**src/rtl/xlate_pkg.sv**
```systemverilog
package xlate_pkg;

   typedef enum logic [1:0] {
      ACC_LOAD  = 2'd0,
      ACC_STORE = 2'd1,
      ACC_FETCH = 2'd2
   } acc_kind_e;

   typedef enum logic [4:0] {
      CAUSE_NONE    = 5'd0,
      CAUSE_SUPER   = 5'd9,
      CAUSE_MISS    = 5'd12,
      CAUSE_PERM_RD = 5'd13,
      CAUSE_PERM_WR = 5'd14,
      CAUSE_PERM_EX = 5'd15
   } cause_e;

   typedef enum logic [1:0] {
      WIN_IDENTITY = 2'd0,
      WIN_TLB      = 2'd1,
      WIN_DENY     = 2'd2
   } win_e;

endpackage

```
**src/rtl/xlate_at_or_above.sv**
```systemverilog
module xlate_at_or_above #(
   parameter int unsigned       W    = 32,
   parameter logic [W-1:0]      BASE = 32'h8000_0000
) (
   input  logic [W-1:0] addr_i,
   output logic         above_o
);

   function automatic bit top_ones(input logic [W-1:0] b);
      logic [W-1:0] nb;
      nb = ~b;
      return (b != '0) && ((nb & (nb + 1'b1)) == '0);
   endfunction

   localparam bit PREFIX_FORM = top_ones(BASE);

   generate
      if (PREFIX_FORM) begin : g_prefix
         // base is all ones above a bit and zeros below: a mask test suffices
         assign above_o = ((addr_i & BASE) == BASE);
      end else begin : g_magnitude
         assign above_o = (addr_i >= BASE);
      end
   endgenerate

endmodule

```
**src/rtl/xlate_win_dec.sv**
```systemverilog
module xlate_win_dec
   import xlate_pkg::*;
#(
   parameter int unsigned          ADDR_W           = 32,
   parameter logic [ADDR_W-1:0]    KERN_BYPASS_BASE = 32'hC000_0000,
   parameter logic [ADDR_W-1:0]    USER_TOP         = 32'h8000_0000
) (
   input  logic [ADDR_W-1:0] vaddr_i,
   input  logic              super_i,
   input  logic              mmu_on_i,
   output win_e              win_o
);

   logic in_kern;
   logic in_user_forbidden;

   xlate_at_or_above #(.W(ADDR_W), .BASE(KERN_BYPASS_BASE)) u_kern (
      .addr_i  (vaddr_i),
      .above_o (in_kern)
   );

   xlate_at_or_above #(.W(ADDR_W), .BASE(USER_TOP)) u_user (
      .addr_i  (vaddr_i),
      .above_o (in_user_forbidden)
   );

   always_comb begin
      if (!mmu_on_i)
         win_o = WIN_IDENTITY;
      else if (super_i && in_kern)
         win_o = WIN_IDENTITY;
      else if (!super_i && in_user_forbidden)
         win_o = WIN_DENY;
      else
         win_o = WIN_TLB;
   end

endmodule

```
**src/rtl/xlate_perm_chk.sv**
```systemverilog
module xlate_perm_chk
   import xlate_pkg::*;
(
   input  logic [1:0] kind_i,
   input  logic       hit_i,
   input  logic [2:0] perm_i,
   output logic       granted_o,
   output cause_e     cause_o
);

   logic   need_bit;
   cause_e deny_cause;

   always_comb begin
      case (kind_i)
         ACC_LOAD: begin
            need_bit   = perm_i[0];
            deny_cause = CAUSE_PERM_RD;
         end
         ACC_STORE: begin
            need_bit   = perm_i[1];
            deny_cause = CAUSE_PERM_WR;
         end
         default: begin
            need_bit   = perm_i[2];
            deny_cause = CAUSE_PERM_EX;
         end
      endcase
   end

   always_comb begin
      granted_o = hit_i && need_bit;
      if (!hit_i)
         cause_o = CAUSE_MISS;
      else if (!need_bit)
         cause_o = deny_cause;
      else
         cause_o = CAUSE_NONE;
   end

endmodule

```
**src/rtl/xlate_fault_regs.sv**
```systemverilog
module xlate_fault_regs #(
   parameter int unsigned ADDR_W        = 32,
   parameter int unsigned PAGE_BITS     = 12,
   parameter int unsigned VPN_LSB       = 2,
   parameter int unsigned PTE_BASE_INIT = 'h2A5
) (
   input  logic              clk,
   input  logic              rst_n,
   input  logic              cap_en_i,
   input  logic              cap_tlb_i,
   input  logic              cap_data_i,
   input  logic [ADDR_W-1:0] cap_vaddr_i,
   output logic [ADDR_W-1:0] badva_o,
   output logic [ADDR_W-1:0] pteaddr_o,
   output logic              dflag_o
);

   localparam int unsigned VPN_W  = ADDR_W - PAGE_BITS;
   localparam int unsigned BASE_W = ADDR_W - VPN_W - VPN_LSB;
   localparam logic [BASE_W-1:0] BASE_FIELD = BASE_W'(PTE_BASE_INIT);

   logic [VPN_W-1:0] vpn_q;

   always_ff @(posedge clk or negedge rst_n) begin
      if (!rst_n) begin
         badva_o <= '0;
         vpn_q   <= '0;
         dflag_o <= 1'b0;
      end else if (cap_en_i) begin
         badva_o <= cap_vaddr_i;
         if (cap_tlb_i) begin
            vpn_q   <= cap_vaddr_i[ADDR_W-1:PAGE_BITS];
            dflag_o <= cap_data_i;
         end
      end
   end

   generate
      if (VPN_LSB == 0) begin : g_no_pad
         assign pteaddr_o = {BASE_FIELD, vpn_q};
      end else begin : g_pad
         assign pteaddr_o = {BASE_FIELD, vpn_q, {VPN_LSB{1'b0}}};
      end
   endgenerate

endmodule

```
**src/rtl/addr_window_xlate.sv**
```systemverilog
module addr_window_xlate
   import xlate_pkg::*;
#(
   parameter int unsigned          ADDR_W           = 32,
   parameter int unsigned          PAGE_BITS        = 12,
   parameter logic [ADDR_W-1:0]    KERN_BYPASS_BASE = 32'hC000_0000,
   parameter logic [ADDR_W-1:0]    USER_TOP         = 32'h8000_0000,
   parameter int unsigned          VPN_LSB          = 2,
   parameter int unsigned          PTE_BASE_INIT    = 'h2A5,
   localparam int unsigned         PFN_W            = ADDR_W - PAGE_BITS
) (
   input  logic              clk,
   input  logic              rst_n,
   input  logic              acc_valid,
   input  logic [ADDR_W-1:0] acc_vaddr,
   input  logic [1:0]        acc_kind,
   input  logic              acc_super,
   input  logic              mmu_strap,
   input  logic              acc_probe,
   input  logic              tlb_hit,
   input  logic [PFN_W-1:0]  tlb_pfn,
   input  logic [2:0]        tlb_perm,
   output logic              xl_ok,
   output logic [ADDR_W-1:0] xl_paddr,
   output logic              xl_fault,
   output logic [4:0]        xl_cause,
   output logic [ADDR_W-1:0] badva_q,
   output logic [ADDR_W-1:0] pteaddr_q,
   output logic              tlbmisc_d_q
);

   localparam int unsigned BASE_W = ADDR_W - PFN_W - VPN_LSB;

   generate
      if (PAGE_BITS == 0 || PAGE_BITS >= ADDR_W) begin : g_bad_page
         $error("PAGE_BITS must lie between 1 and ADDR_W-1");
      end
      if (PFN_W + VPN_LSB >= ADDR_W) begin : g_bad_pte
         $error("page number and pad leave no room for the table base");
      end
      if (PTE_BASE_INIT >= (1 << BASE_W)) begin : g_bad_base
         $error("PTE_BASE_INIT does not fit the base field");
      end
      if (USER_TOP > KERN_BYPASS_BASE) begin : g_bad_windows
         $error("user limit must not lie above the supervisor bypass window");
      end
   endgenerate

   win_e   win;
   logic   granted;
   cause_e tlb_cause;
   logic   ok_raw;
   cause_e cause_raw;

   xlate_win_dec #(
      .ADDR_W           (ADDR_W),
      .KERN_BYPASS_BASE (KERN_BYPASS_BASE),
      .USER_TOP         (USER_TOP)
   ) u_win (
      .vaddr_i  (acc_vaddr),
      .super_i  (acc_super),
      .mmu_on_i (mmu_strap),
      .win_o    (win)
   );

   xlate_perm_chk u_perm (
      .kind_i    (acc_kind),
      .hit_i     (tlb_hit),
      .perm_i    (tlb_perm),
      .granted_o (granted),
      .cause_o   (tlb_cause)
   );

   always_comb begin
      case (win)
         WIN_IDENTITY: begin
            ok_raw    = 1'b1;
            cause_raw = CAUSE_NONE;
         end
         WIN_DENY: begin
            ok_raw    = 1'b0;
            cause_raw = CAUSE_SUPER;
         end
         default: begin
            ok_raw    = granted;
            cause_raw = tlb_cause;
         end
      endcase
   end

   always_comb begin
      xl_ok    = acc_valid && ok_raw;
      xl_fault = acc_valid && !ok_raw && !acc_probe;
      xl_cause = xl_fault ? cause_raw : CAUSE_NONE;
      if (!xl_ok)
         xl_paddr = '0;
      else if (win == WIN_TLB)
         xl_paddr = {tlb_pfn, acc_vaddr[PAGE_BITS-1:0]};
      else
         xl_paddr = acc_vaddr;
   end

   xlate_fault_regs #(
      .ADDR_W        (ADDR_W),
      .PAGE_BITS     (PAGE_BITS),
      .VPN_LSB       (VPN_LSB),
      .PTE_BASE_INIT (PTE_BASE_INIT)
   ) u_regs (
      .clk         (clk),
      .rst_n       (rst_n),
      .cap_en_i    (xl_fault),
      .cap_tlb_i   (win == WIN_TLB),
      .cap_data_i  (acc_kind != ACC_FETCH),
      .cap_vaddr_i (acc_vaddr),
      .badva_o     (badva_q),
      .pteaddr_o   (pteaddr_q),
      .dflag_o     (tlbmisc_d_q)
   );

endmodule

```
**config.mk**
```make
export PLATFORM = sky130hd
export DESIGN_NAME = addr_window_xlate
export DESIGN_NICKNAME = d
export VERILOG_FILES = /design/src/rtl/xlate_pkg.sv /design/src/rtl/xlate_at_or_above.sv /design/src/rtl/xlate_win_dec.sv /design/src/rtl/xlate_perm_chk.sv /design/src/rtl/xlate_fault_regs.sv /design/src/rtl/addr_window_xlate.sv
export SDC_FILE = /design/constraint.sdc
export NUM_CORES = 1
export LEC_CHECK = 0
export CORE_MARGIN = 1
export CORE_UTILIZATION = 38
export CTS_BUF_LIST = sky130_fd_sc_hd__clkbuf_4
export CTS_CLUSTER_SIZE = 10
export DETAILED_ROUTE_END_ITERATION = 8
export PLACE_DENSITY = 0.83
export SLEW_MARGIN = 20
export SYNTH_ARGS = -nofsm -noshare
export SYNTH_HDL_FRONTEND = slang
export SYNTH_SLANG_ARGS = --single-unit
export TNS_END_PERCENT = 1
```
**constraint.sdc**
```tcl
create_clock -name clk -period 2.2 [get_ports clk]
set_clock_uncertainty 0.15 [all_clocks]
set_input_delay 0.44 -clock clk [delete_from_list [all_inputs] [get_ports clk]]
set_output_delay 0.44 -clock clk [all_outputs]
set_load 0.01 [all_outputs]
```
==> flow_summary.yaml, run 1 <==
min_path:
  hold_depth: 4
  hold_end: "u_regs.dflag_o"
  hp-class: "in2reg"
  hp-start: "acc_kind[0]"
sta:
  setup_viol: 37
  fin_ws_ns: -0.156
  rsz0062_at_grt: "true"
  tightest_slew_ns: 0.566
  slew_violations: 0
  max_freq_mhz: 425
  relSlewSlack_pct: 62.3
  finalHoldViolCount: 0
  min_period_ns: 2.36
  period_share_pct: 107
job:
  drv_cap: 0
critical_path:
  required_ns: 1.61
  critPathMaxStageDelay_ns: 0.36
  crit_fanout: 4
  rr_startpoint: "u_regs.vpn_q[8]"
  timing.rr.end: "u_regs.vpn_q[8]"
  critPathKind: "in2out"
  ff2ff_setup_slack_ns: 1.26
  arrival_ns: 1.77
  endpoint_kind: "output pin"
  critPathSlowestCell: "or3_4"
  worstSetupStartpointType: "primary input"
  r2r_cells: 1
  crit_path_start: "acc_kind[0]"
  crit_path_cell_trace: "buf_6, mux2_4, o211a_1, or3_4, inv_4, and3_4, buf_6"
  cpMostUsedCell: "buf_6"
cts:
  clk_path_buf_depth: 2
  insertion_delay_ns: 0.35
  cts_tree: "built"
  cts_buffers: 5
  cts.sinks: 53
  cts_root_buffer: "clkbuf_4"
  cts.clk_slew.worst_paths_ns: 0.15
  cts_max_level: 2
detailed_routing:
  vias: 2476
  drtPass1Iterations: 4
  postRouteAntennaNets: 0
  drt_iter0_drc: 60
  wl_per_cell_um: 17.1
  vias_per_cell: 4.74
  drc_errors: 0
  routed_wl_um: 8940
global_routing:
  antenna_found_initial: 1
  grt_max_degree: 33
  grt.total_usage_pct: 24.6
  gr-total-overflow: 0
  grt_pass1_wl_um: 14000
  first_global_vias: 2696
die:
  die-area_mm2: 0.00743
  start_util_pct: 39.5
  fp.dieH_um: 86.2
  std_cell_rows: 30
  dieWidth_um: 86.2
  core-area_mm2: 0.00683
  boundaryPins: 168
place:
  dp_hpwl_um: 6040
  port_buffers: 154
  gp_congestion: 0.780
synth:
  synth_cells: 232
  yosysUniqueCellTypes: 27
  yosys_warnings: 0
  syn_area_mm2: 0.00270
  synth-seq-cells: 53
  synth_seq_area_share_pct: 49.2
  avgSynthCellArea_um2: 11.6
finish:
  area_delta_synth_final_pct: 80.3
  nets: 488
  final_common_cell: "clkdlybuf4s50_1"
  final_util_pct: 71.1
  drive_above_1_share_pct: 47.5
  final_cell_mix: "clkdlybuf4s50_1 (103), dfrtp_1 (53), buf_2 (36)"
  fill_cells: 527
run_status:
  status: "finished with violations"
  violations: "setup timing"
power:
  leakagePower_nw: 2.25
  vdd_ir_drop_max_mv: 0.365
  total_power_w: 0.00331
  power-per-cell-area_mw_per_mm2: 681
## stage by stage
step / area (µm²) / std cells / setup TNS (ns) / setup WS [ns] / hold WS, ns
2_1_floorplan: 2740 / 243 / 0 / 0.0307 / -0.00559
3_3_place_gp: 4540 / 500 / -57.44 / -0.953 / 0.286
3_5_place_dp: 4540 / 500 / -59.47 / -0.974 / 0.303
4_1_cts: 4820 / 520 / -4.29 / -0.180 / 0.332
5_1_grt: 4860 / 522 / -5.11 / -0.180 / 0.343
6_report: 4860 / 522 / -3.60 / -0.156 / 0.352
## logic make-up after synthesis
logic type             synth area share (%)
AOI/OAI and AO/OA                      6.41
other                                 0.279
muxes                                  25.5
buffers and inverters                  6.96
and+or+nand+nor                        11.7
DFF                                    49.2
## report_power, final
part	switching, W	internal, W	total, W
Clock	0.000304	0.000122	0.000427
Combinational	0.000563	0.000944	0.00151
Sequential	0.000145	0.00123	0.00138
## critical path: cells and delay by family
family | cells | cell delay (ns)
buf+inv | 3 | 0.25
compound gates | 1 | 0.24
simple gates | 2 | 0.53
mux | 1 | 0.29
## state kept, by name, summed over array words and instances (netlist names)
register        cells
u_regs.vpn_q       20
u_regs.badva_o     32
u_regs.dflag_o      1
## worst max-delay path by stage
stage          slack [ns]           to
2_1_floorplan        0.03  xl_cause[1]
3_3_place_gp        -0.95  xl_cause[1]
5_1_grt             -0.18  xl_cause[1]
3_5_place_dp        -0.97  xl_cause[1]
6_report            -0.16  xl_cause[1]
4_1_cts             -0.18  xl_cause[1]
## timing repair
action	CTS	global route
pin swaps	55	5
cloned	4	0
buffers inserted	8	1
hold endpoints to repair	21	0
setup endpoints to repair	90	70
hold buffers	1	0
gates resized for setup	231	12
## per-layer routing
metal / track usage (%) / share of wire, % / up-vias
li1: - / - / 1160
met4: 8.03 / 2.0 / 0
met5: 0 / 0 / -
met3: 5.62 / 6.3 / 14
met2: 45.1 / 52 / 109
met1: 28.3 / 40 / 1193
## layout make-up
cell class | instances | area (µm²) | share of cell area (%)
multi-input combinational | 158 | 1450 | 29.8
sequential | 53 | 1330 | 27.3
inverter | 5 | 21.3 | 0.438
clock buffer | 5 | 37.5 | 0.773
antenna | 1 | 2.50 | 0.0515
clock inverter | 3 | 17.5 | 0.361
timing repair buffer | 201 | 1890 | 38.8
tap | 96 | 120 | 2.47
## cell usage after synthesis
library cell   n  area, µm²
a21oi_1       21        105
a31o_2         1       8.76
a41oi_2        1       16.3
and2_1        12       75.1
and3_1         1       6.26
buf_1          2       7.51
buf_2          3       15.0
buf_4         13       97.6
buf_6          2       22.5
clkbuf_1       7       26.3
conb_1         2       7.51
dfrtp_1       53       1330
inv_1          5       18.8
mux2_2        33        372
mux2_4        21        315
nand2_1       21       78.8
nand2b_1       4       25.0
nand3_1       20        100
nand3b_1       1       7.51
nor2_1         1       3.75
nor2b_1        1       6.26
o211a_1        1       10.0
o211ai_1       1       7.51
o21a_1         1       7.51
o21ai_0        2       10.0
o31ai_1        1       7.51
or3_4          1       11.3
No activity file was read; power rests on OpenSTA's default activity.
==> run 2, diff against run 1 <==
--- a/config.mk
+++ b/config.mk
@@ -11,7 +11,6 @@
 export CTS_CLUSTER_SIZE = 10
 export DETAILED_ROUTE_END_ITERATION = 8
 export PLACE_DENSITY = 0.83
-export SLEW_MARGIN = 20
 export SYNTH_ARGS = -nofsm -noshare
 export SYNTH_HDL_FRONTEND = slang
 export SYNTH_SLANG_ARGS = --single-unit
==> results of run 2 <==
No change in the layout: final DEF, timing and power equal those of run 1.
==> run 3, diff against run 2 <==
--- a/config.mk
+++ b/config.mk
@@ -11,6 +11,7 @@
 export CTS_CLUSTER_SIZE = 10
 export DETAILED_ROUTE_END_ITERATION = 8
 export PLACE_DENSITY = 0.83
+export SLEW_MARGIN = 0
 export SYNTH_ARGS = -nofsm -noshare
 export SYNTH_HDL_FRONTEND = slang
 export SYNTH_SLANG_ARGS = --single-unit
==> results of run 3 <==
No change in the layout: final DEF, timing and power equal those of run 1.
